==> src/rtl/acc_sm_pkg.sv <==
`timescale 1ns/1ps
// Shared operation codes for the signed-magnitude accumulator datapath.
package acc_sm_pkg;
    typedef enum logic [2:0] {
        OP_ADD  = 3'd0,
        OP_SUB  = 3'd1,
        OP_ADDM = 3'd2,
        OP_SUBM = 3'd3,
        OP_LD   = 3'd4,
        OP_LDN  = 3'd5,
        OP_RND  = 3'd6,
        OP_TOV  = 3'd7
    } acc_op_e;
endpackage

==> src/rtl/acc_opnd_cond.sv <==
`timescale 1ns/1ps
// Operand sign conditioning.
// Works out the effective operand sign for add-class operations and the
// sign written by the load operations. Purely combinational. The codes
// come from acc_sm_pkg.
module acc_opnd_cond
    import acc_sm_pkg::*;
(
    input  acc_op_e op_i,
    input  logic    sign_i,
    output logic    add_sign_o,
    output logic    load_sign_o
);
    // Select the effective sign per operation.
    always_comb begin
        add_sign_o  = sign_i;
        load_sign_o = sign_i;
        case (op_i)
            OP_SUB:  add_sign_o  = ~sign_i;
            OP_ADDM: add_sign_o  = 1'b0;
            OP_SUBM: add_sign_o  = 1'b1;
            OP_LDN:  load_sign_o = ~sign_i;
            default: ;
        endcase
    end
endmodule

==> src/rtl/acc_mag_addsub.sv <==
`timescale 1ns/1ps
// Sign-magnitude add of an operand magnitude to the accumulator field.
// The field is MAG_W+2 bits (Q, P, magnitude). Differing signs are
// handled by one's complement with an end-around correction. Assumes the
// operand magnitude is narrower than the field, so it is zero-extended.
module acc_mag_addsub #(
    parameter int MAG_W = 35
) (
    input  logic                 acc_sign_i,
    input  logic [MAG_W+1:0]     acc_field_i,
    input  logic                 op_sign_i,
    input  logic [MAG_W-1:0]     op_mag_i,
    output logic                 res_sign_o,
    output logic [MAG_W+1:0]     res_field_o,
    output logic                 ovf_o
);
    localparam int FIELD_W = MAG_W + 2;
    localparam int P_IDX   = MAG_W;
    localparam logic [FIELD_W-1:0] FIELD_ONE = FIELD_W'(1);

    logic               differ;
    logic [FIELD_W-1:0] pre;
    logic [FIELD_W:0]   sum;
    logic               carry;

    // Complement the field when the signs differ, then add.
    always_comb begin
        differ = acc_sign_i ^ op_sign_i;
        pre    = differ ? ~acc_field_i : acc_field_i;
        sum    = {1'b0, pre} + {3'b000, op_mag_i};
        carry  = sum[FIELD_W];
    end

    // Resolve the result sign, magnitude and P-change overflow.
    always_comb begin
        res_sign_o  = acc_sign_i;
        res_field_o = sum[FIELD_W-1:0];
        ovf_o       = 1'b0;
        if (differ) begin
            if (carry) begin
                res_sign_o  = ~acc_sign_i;
                res_field_o = sum[FIELD_W-1:0] + FIELD_ONE;
                ovf_o       = res_field_o[P_IDX] != acc_field_i[P_IDX];
            end else begin
                res_field_o = ~sum[FIELD_W-1:0];
            end
        end else begin
            ovf_o = res_field_o[P_IDX] != acc_field_i[P_IDX];
        end
    end
endmodule

==> src/rtl/acc_ovf_flag.sv <==
`timescale 1ns/1ps
// Sticky overflow flag. Set by set_i and cleared by clr_i. The two
// requests never arrive together, because they come from different
// operations.
module acc_ovf_flag (
    input  logic clk,
    input  logic rst_n,
    input  logic set_i,
    input  logic clr_i,
    output logic flag_o
);
    // Hold, set or clear the flag.
    always_ff @(posedge clk) begin
        if (!rst_n)     flag_o <= 1'b0;
        else if (clr_i) flag_o <= 1'b0;
        else if (set_i) flag_o <= 1'b1;
    end

    a_r4_ovf_sticky: assert property (@(posedge clk) disable iff (!rst_n)
        flag_o && !clr_i |=> flag_o);
    a_r8_test_clears: assert property (@(posedge clk) disable iff (!rst_n)
        clr_i |=> !flag_o);
endmodule

==> src/rtl/acc_sm_adder.sv <==
`timescale 1ns/1ps
// Signed-magnitude accumulator adder, top level.
// Holds the accumulator (sign, Q, P, magnitude), performs one operation
// for each cycle with start high, and registers every output. Assumes op,
// operand and mq_hi are valid whenever start is high.
module acc_sm_adder
    import acc_sm_pkg::*;
#(
    parameter int MAG_W = 35
) (
    input  logic               clk,
    input  logic               rst_n,
    input  logic               start,
    input  logic [2:0]         op,
    input  logic [MAG_W:0]     operand,
    input  logic               mq_hi,
    output logic [MAG_W+2:0]   acc,
    output logic               ovf,
    output logic               tov_flag,
    output logic               done
);
    localparam int FIELD_W = MAG_W + 2;
    localparam int ACC_W   = MAG_W + 3;
    localparam logic [FIELD_W-1:0] FIELD_ONE = FIELD_W'(1);

    acc_op_e            op_e;
    logic               acc_sign;
    logic [FIELD_W-1:0] acc_field;
    logic               add_sign, load_sign;
    logic               res_sign;
    logic [FIELD_W-1:0] res_field;
    logic               res_ovf;
    logic [ACC_W-1:0]   acc_d;
    logic               ovf_set, ovf_clr;
    logic               sum_op;

    // Split the accumulator and decode the operation.
    always_comb begin
        op_e      = acc_op_e'(op);
        acc_sign  = acc[ACC_W-1];
        acc_field = acc[FIELD_W-1:0];
        sum_op    = ~op[2];
    end

    acc_opnd_cond u_cond (
        .op_i        (op_e),
        .sign_i      (operand[MAG_W]),
        .add_sign_o  (add_sign),
        .load_sign_o (load_sign)
    );

    acc_mag_addsub #(.MAG_W(MAG_W)) u_addsub (
        .acc_sign_i  (acc_sign),
        .acc_field_i (acc_field),
        .op_sign_i   (add_sign),
        .op_mag_i    (operand[MAG_W-1:0]),
        .res_sign_o  (res_sign),
        .res_field_o (res_field),
        .ovf_o       (res_ovf)
    );

    // Next accumulator value and overflow requests.
    always_comb begin
        acc_d   = acc;
        ovf_set = 1'b0;
        ovf_clr = 1'b0;
        case (op_e)
            OP_ADD, OP_SUB, OP_ADDM, OP_SUBM: begin
                acc_d   = {res_sign, res_field};
                ovf_set = start & res_ovf;
            end
            OP_LD, OP_LDN: acc_d = {load_sign, 2'b00, operand[MAG_W-1:0]};
            OP_RND: if (mq_hi) acc_d = {acc_sign, acc_field + FIELD_ONE};
            OP_TOV: ovf_clr = start;
            default: ;
        endcase
    end

    acc_ovf_flag u_ovf (
        .clk    (clk),
        .rst_n  (rst_n),
        .set_i  (ovf_set),
        .clr_i  (ovf_clr),
        .flag_o (ovf)
    );

    // Register the accumulator, the test result and the done pulse.
    always_ff @(posedge clk) begin
        if (!rst_n) begin
            acc      <= '0;
            tov_flag <= 1'b0;
            done     <= 1'b0;
        end else begin
            done <= start;
            if (start) begin
                acc      <= acc_d;
                tov_flag <= (op_e == OP_TOV) ? ovf : 1'b0;
            end
        end
    end

    a_r9_done_follows_start: assert property (@(posedge clk) disable iff (!rst_n)
        start |=> done);
    a_r9_no_spurious_done: assert property (@(posedge clk) disable iff (!rst_n)
        !start |=> !done);
    a_r9_idle_hold: assert property (@(posedge clk) disable iff (!rst_n)
        !start |=> $stable(acc) && $stable(ovf));
    a_r6_load_clears_guards: assert property (@(posedge clk) disable iff (!rst_n)
        start && (op_e == OP_LD || op_e == OP_LDN) |=>
        acc[FIELD_W-1:MAG_W] == 2'b00 && acc[MAG_W-1:0] == $past(operand[MAG_W-1:0]));
    a_r2_same_sign_kept: assert property (@(posedge clk) disable iff (!rst_n)
        start && sum_op && (add_sign == acc_sign) |=> acc[ACC_W-1] == $past(acc_sign));
    a_r7_round_skip: assert property (@(posedge clk) disable iff (!rst_n)
        start && op_e == OP_RND && !mq_hi |=> $stable(acc));
    a_r8_test_keeps_acc: assert property (@(posedge clk) disable iff (!rst_n)
        start && op_e == OP_TOV |=> $stable(acc) && tov_flag == $past(ovf));
endmodule

==> config.mk <==
export PLATFORM = sky130hd
export DESIGN_NAME = acc_sm_adder
export DESIGN_NICKNAME = d
export VERILOG_FILES = /design/src/rtl/acc_sm_pkg.sv /design/src/rtl/acc_opnd_cond.sv /design/src/rtl/acc_mag_addsub.sv /design/src/rtl/acc_ovf_flag.sv /design/src/rtl/acc_sm_adder.sv
export SDC_FILE = /design/constraint.sdc
export NUM_CORES = 1
export LEC_CHECK = 0
export ABC_AREA = 1
export CAP_MARGIN = 25
export CELL_PAD_IN_SITES_DETAIL_PLACEMENT = 0
export CELL_PAD_IN_SITES_GLOBAL_PLACEMENT = 1
export CORE_MARGIN = 2
export CORE_UTILIZATION = 42
export CTS_CLUSTER_SIZE = 14
export DETAILED_ROUTE_END_ITERATION = 12
export MAX_ROUTING_LAYER = met4
export PLACE_DENSITY_LB_ADDON = 0.08
export SLEW_MARGIN = 20
export SYNTH_ARGS = -nofsm -noshare
export SYNTH_HDL_FRONTEND = slang
export SYNTH_HIERARCHICAL = 1
export SYNTH_SLANG_ARGS = --single-unit
==> constraint.sdc <==
create_clock -name clk -period 8 [get_ports clk]
set_clock_uncertainty 0.1 [all_clocks]
set_input_delay 0.8 -clock clk [delete_from_list [all_inputs] [get_ports clk]]
set_output_delay 0.8 -clock clk [all_outputs]
set_load 0.005 [all_outputs]
# --- Word level (Yosys, flattened, before mapping) ---
# Index checks and enable logic that the tools add are counted.
totals:
  wordCells: 50
  reg_bits: 41
  inputBits: 43
  out_inout_bits: 41
classes:
  muxes: 14
  reduce_logical: 8
  bitwise_logic: 8
  n_addsub: 3
  eq_ne: 12
ops:
  columns: ["cell", "n"]
  rows:
  - ["$mux W37", 4]
  - ["$pmux W38 S3", 1]
  - ["$add A37 B1 Y37 const B", 2]
  - ["$not A37 Y37", 2]
  - ["$add A37 B35 Y38", 1]
  - ["$eq A3 B3 Y1 const B", 4]
  - ["$mux W1", 8]
  - ["$eq A3 B2 Y1 const B", 2]
  - ["$reduce_and A5 Y1", 1]
  - ["$ne A2 B1 Y1 const B", 2]
  - ["$not A1 Y1", 4]
  - ["$reduce_or A2 Y1", 2]
  - ["$reduce_or A4 Y1", 1]
  - ["$eq A3 B1 Y1 const B", 1]
  - ["$logic_not A3 Y1", 1]
  - ["$pmux W1 S3", 1]
  - ["$reduce_and A3 Y1", 1]
  - ["$reduce_bool A3 Y1", 1]
  - ["$ne A1 B1 Y1", 2]
  - ["$ne A2 B2 Y1 const B", 1]
  - ["$reduce_bool A2 Y1", 1]
  - ["$and A1 B1 Y1", 1]
  - ["$xor A1 B1 Y1", 1]

# --- Longest topological paths before layout ---
logic_depth:
  depth_word: 11
  depth_mapped: 35
  mapped_depth_nobuf: 33

# --- Hierarchy ---
# Netlist, hierarchy kept.
by_module_without_submodules:
  columns: ["module", "area_each_um2", "seq_area_each_um2", "n_inst", "cells_per_inst"]
  rows:
  - ["acc_mag_addsub", 4559.4, 0.0, 1, 928]
  - ["acc_sm_adder", 3071.7, 800.8, 1, 517]
  - ["acc_opnd_cond", 58.8, 0.0, 1, 14]
  - ["acc_ovf_flag", 35.0, 20.0, 1, 5]

# --- Least setup slack after synthesis ---
# No wires, ideal clock.
synth_path:
  kind: "input to register"
  start: "input port op[2]"
  end: "register acc[30]"
  t_arrival_ns: 4.359
  setup_ns: 0.119
  required_ns: 7.781
  n_path_buf: 1
  stages: 29
  setup_slack_ns: 3.421
  path_cell_list: "inv_2 -> nand2_1 -> nand2_1 -> nand2_1 -> nand2_1 -> inv_1 -> or2_2 -> nand2_2 -> buf_1 -> xor2_1 -> inv_1 -> ha_1 -> fa_1 -> ha_1 -> nand2_1 -> nor2_1 -> nand3_1 -> nor2_1 -> nand3_1 -> nor2_2 -> nand4_1 -> nor2_2 -> nand2_1 -> inv_1 -> nand2_1 -> nand3_1 -> nand2_1 -> a21oi_1 -> a21oi_1"
synth_via:
  elab_chain_len: 9
  elab_cells_between_ends: 21
  classes_between: "add/sub: 2; eq/ne: 7; mux: 5; bitwise: 2; reduce/logical: 5"
synth_lines:
  columns: ["element", "line_no", "source"]
  rows:
  - ["start, declared", "acc_sm_adder.sv:14", "input logic [2:0] op,"]
  - ["$eq A3 B2 Y1 / $eq A3 B1 Y1 (equally long branches)", "acc_opnd_cond.sv:18", "case (op_i)"]
  - ["$pmux W1 S3 (*)", "acc_opnd_cond.sv:18", null]
  - ["via add_sign", "acc_sm_adder.sv:29", "logic add_sign, load_sign;"]
  - ["$xor A1 B1 Y1 (*)", "acc_mag_addsub.sv:28", "differ = acc_sign_i ^ op_sign_i;"]
  - ["$mux W37", "acc_mag_addsub.sv:29", "pre = differ ? ~acc_field_i : acc_field_i;"]
  - ["$add A37 B35 Y38", "acc_mag_addsub.sv:30", "sum = {1'b0, pre} + {3'b000, op_mag_i};"]
  - ["$add A37 B1 Y37 / $not A37 Y37 (equally long branches)", "acc_mag_addsub.sv:42, acc_mag_addsub.sv:45", null]
  - ["$mux W37", "acc_mag_addsub.sv:40", "if (carry) begin"]
  - ["$mux W37 (*)", "acc_mag_addsub.sv:39", "if (differ) begin"]
  - ["via res_field[30]", "acc_sm_adder.sv:31", "logic [FIELD_W-1:0] res_field;"]
  - ["$pmux W38 S3 (*)", "acc_sm_adder.sv:67", "case (op_e)"]
  - ["end signal, assigned", "acc_sm_adder.sv:90", "acc <= '0;"]
  - ["end signal, assigned", "acc_sm_adder.sv:96", "acc <= acc_d;"]
  - ["end, declared", "acc_sm_adder.sv:17", "output logic [MAG_W+2:0] acc,"]
# Mark *: on every way through the listed nets, which the timed path passes. The rest lies on a longest branch.
# A chain may end at the register's enable or synchronous reset.

# --- Worst setup path after layout ---
layout_path:
  start: "input port op[0]"
  end: "register acc[4]"
# The elaborated chain is that of the path after synthesis.

==> metrics.md <==
| Metric | Value |
|---|---|
| Mapped Cells | 1464 |
| FFs w/ async S/R, synth | 0 |
| Via Count | just over 9000 |
| Final setup violation count | 0 |
| TritonCTS Buffers | 5 |
| Mapped Nets | around 1500 |
| Final Cycle Share | 0.772 |
| Leading area contributor after synthesis | nand2_1 |
| Reg2reg end | acc[4]$_SDFFE_PN0P_ |
| Hold path start | tov_flag$_SDFFE_PN0P_ |
| Synth cell types | 46 |
| Worst Path Arrival | ~6300 ps |
| Post-synth EDFFs | 0 |
| Setup bufs post-CTS | 0 |
| Non-Filler Instances | 1757 |
| Peak supply drop | around 0.12 mV |
| R2R Path Start | acc[37]$_SDFFE_PN0P_ |
| Vias per Instance | around 5.3 |
| H-tree Lvls | 2 |
| I/O Buffers | 83 |
| Mapped cell area | 0.00772 mm² |
| Minimum hold slack | about 370 ps |
| Clk_lat worst skew | ~300 ps |
| Worst Max-Slew Pin Slew | 1000 ps |
| Die Y | ~140 µm |
| Synth top area share | 0.256 |
| Post-synthesis sequential area ratio | 0.106 |
| DP Wirelength | 24.6 mm |
| Critical path class | in -> reg |
| FF+latch count, synth | between 40 and 50 |
| # DRC | 0 |
| Multi-input gate area in the final layout | 0.00585 mm² |
| Worst setup margin | around 1800 ps |
| Design Power | between 2 and 2.5 mW |
| Initial antenna violation count | 0 |
| Rel. slew slack | 0.330 |
| Area contributors post-synth | nand2_1, inv_1, dfxtp_1, nand3_1, xor2_1 |
| Post-CTS Resized | 0 |
| Fmax | ~160 MHz |
| Gr usage total | 0.313 |
| Core ar. | between 0.015 and 0.02 mm² |
| Layout cells sized above 1 | 0.0432 |
| Routed len/inst | ~17 µm |
| Layout Utilization | 0.494 |
| Post-placement cell count | about 1700 |
| Post-route ant nets | 0 |
| Area Overhead vs Synth | 15.3% |
| Vias in the first global route | 8557 |
| Drt initial violations | around 750 |
| Synth cell count leaders | nand2_1, inv_1, nand3_1, nor2_1, a21oi_1 |
| CTS clk-pin slew, worst paths | roughly 70 ps |
| Drt first pass iters | 5 |
| Pre-CTS setup slack | ~1600 ps |
| Ant diodes | 0 |
| Final Instance Area | a little under 0.009 mm² |
| Worst EP required | just over 8000 ps |
| P_leak | between 4 and 5 nW |
| Synth warn | 6 |
| Pwr/cell area | about 240 mW/mm² |
| Unrepaired setup endpoints after global routing | false |
| CTS tree | done |
| FILL cells | between 2000 and 2500 |
| Crit Path Max Fanout | 39 |
| Reg2reg path depth | 24 |
| Largest net degree at the start of global routing | slightly below 70 |
| # hold bufs at CTS | 0 |
| Global-route wire length before repair | about 47 mm |
| Run status | finished, final reports clean |
| Worst min path class | reg -> reg |
| Clock Tree Root | clkbuf_16 |
| # IOs | between 80 and 90 |
| Final net count | around 1600 |
| Clock Sinks | 41 |
| Total Routed Length | about 30 mm |
| Flop2flop setup slack | ~2900 ps |
| GR Overflow Total | 0 |
| Gpl congestion | ~0.97 |
| Type of origin of the critical path | input port |
| Placed inst area | around 0.0087 mm² |
| Reg area | 821 µm² |
| Worst Hold Path Cells | 2 |
| Most common cell in the netlist | nand2_1 |
| Die width | 140 µm |
| Die area | 0.0195 mm² |
| Syn avg cell area | between 5 and 6 µm² |
| Min Tclk post-route | approximately 6200 ps |
| Fin. max-slew vios | 0 |
| Post-synth top flop | dfxtp_1 |
| Initial Util | 0.429 |
| Fin. Hold Viols | 0 |
| Setup TNS | 0 ps |
| Max cap viols | 0 |
| Max Root-Sink Buffers | 2 |
| CP endpoint kind | flop |
| Min-Delay Endpoint | tov_flag$_SDFFE_PN0P_ |
| FP Rows | 49 |
## cells in the final DEF (no fill, tap or decap), drive strengths merged
master / netlist / final
clkbuf: 12 / 5
nor4: 1 / 1
a41oi: 4 / 4
or2: 6 / 6
nand3: 123 / 123
nand4: 24 / 24
ha: 37 / 37
nand3b: 11 / 11
nor3: 13 / 13
a221oi: 1 / 1
clkdlybuf4s50: 0 / 83
and3: 1 / 1
buf: 19 / 4
nand2: 540 / 540
and2: 3 / 3
bufinv: 0 / 2
dfxtp: 41 / 41
o21ai: 60 / 60
a31oi: 6 / 6
inv: 238 / 239
a22oi: 12 / 12
xnor2: 5 / 5
o22ai: 1 / 1
fa: 1 / 1
o211ai: 3 / 3
a21o: 6 / 6
a21oi: 87 / 87
o31ai: 3 / 3
xor2: 61 / 61
o21bai: 7 / 7
clkinv: 1 / 1
nor2: 137 / 137
## how the worst max path moves through the flow
stage               start                   end  slack, ps
floorplan           op[2]  acc[30]$_SDFFE_PN0P_       3420
global placement    op[2]   acc[4]$_SDFFE_PN0P_       1670
detailed placement  op[0]   acc[4]$_SDFFE_PN0P_       1590
CTS                 op[0]   acc[4]$_SDFFE_PN0P_       1870
global route        op[0]   acc[4]$_SDFFE_PN0P_       1410
finish              op[0]   acc[4]$_SDFFE_PN0P_       1820
## report_power, final
group	total, mW	internal (mW)	switching, mW	leakage (nW)
clock	0.280	0.180	0.0993	0.0944
combinational	1.55	0.536	1.01	4.23
sequential	0.324	0.236	0.0872	0.339
total	2.15	0.953	1.20	4.67
## sequential cells by signal, summed over array words and instances, names as in the netlist
register / count
done: 1
tov_flag: 1
u_ovf/flag_o: 1
acc: 38
## final cells by class
class / instances / share of cell area
Inverter: 239 / 0.101
Clock inverter: 3 / 0.00773
Sequential cell: 41 / 0.0922
Tap cell: 229 / 0.0322
Timing Repair Buffer: 87 / 0.0967
Multi-Input combinational cell: 1153 / 0.657
Clock buffer: 5 / 0.0140
## cell families after synthesis
group	after synthesis	share of synthesized area
flops	41	0.106
buf+inv	270	0.138
simple gates	859	0.479
xor+xnor	66	0.0748
compound gates	190	0.140
fa+ha+maj	38	0.0625
## per-layer routing
metal / GRT usage / share of wire
met2: 0.515 / 0.46
met3: 0.0255 / 0.055
met1: 0.404 / 0.45
met4: 0.109 / 0.037
met5: - / 0
## worst max-delay path, stage by stage
cell and delay, ps:
clkdlybuf4s50_1 610, nand4_1 140, nand2_1 80, inv_1 50, or2_2 300, nand2_2 490
buf_4 480, xor2_1 190, inv_1 60, ha_1 400, nand2_1 140, nor2_1 180
nand3_1 140, nand3_2 150, nand2_2 80, nand2_2 80, nand2_1 100, nand2_2 90
nand3_2 90, o211ai_4 140, nand2_4 180, nand2_4 370, o31ai_1 160, xor2_1 170
a22oi_1 260, nand3_1 110, o211ai_1 100, inv_1 70
(Power assumes the default switching activity.)
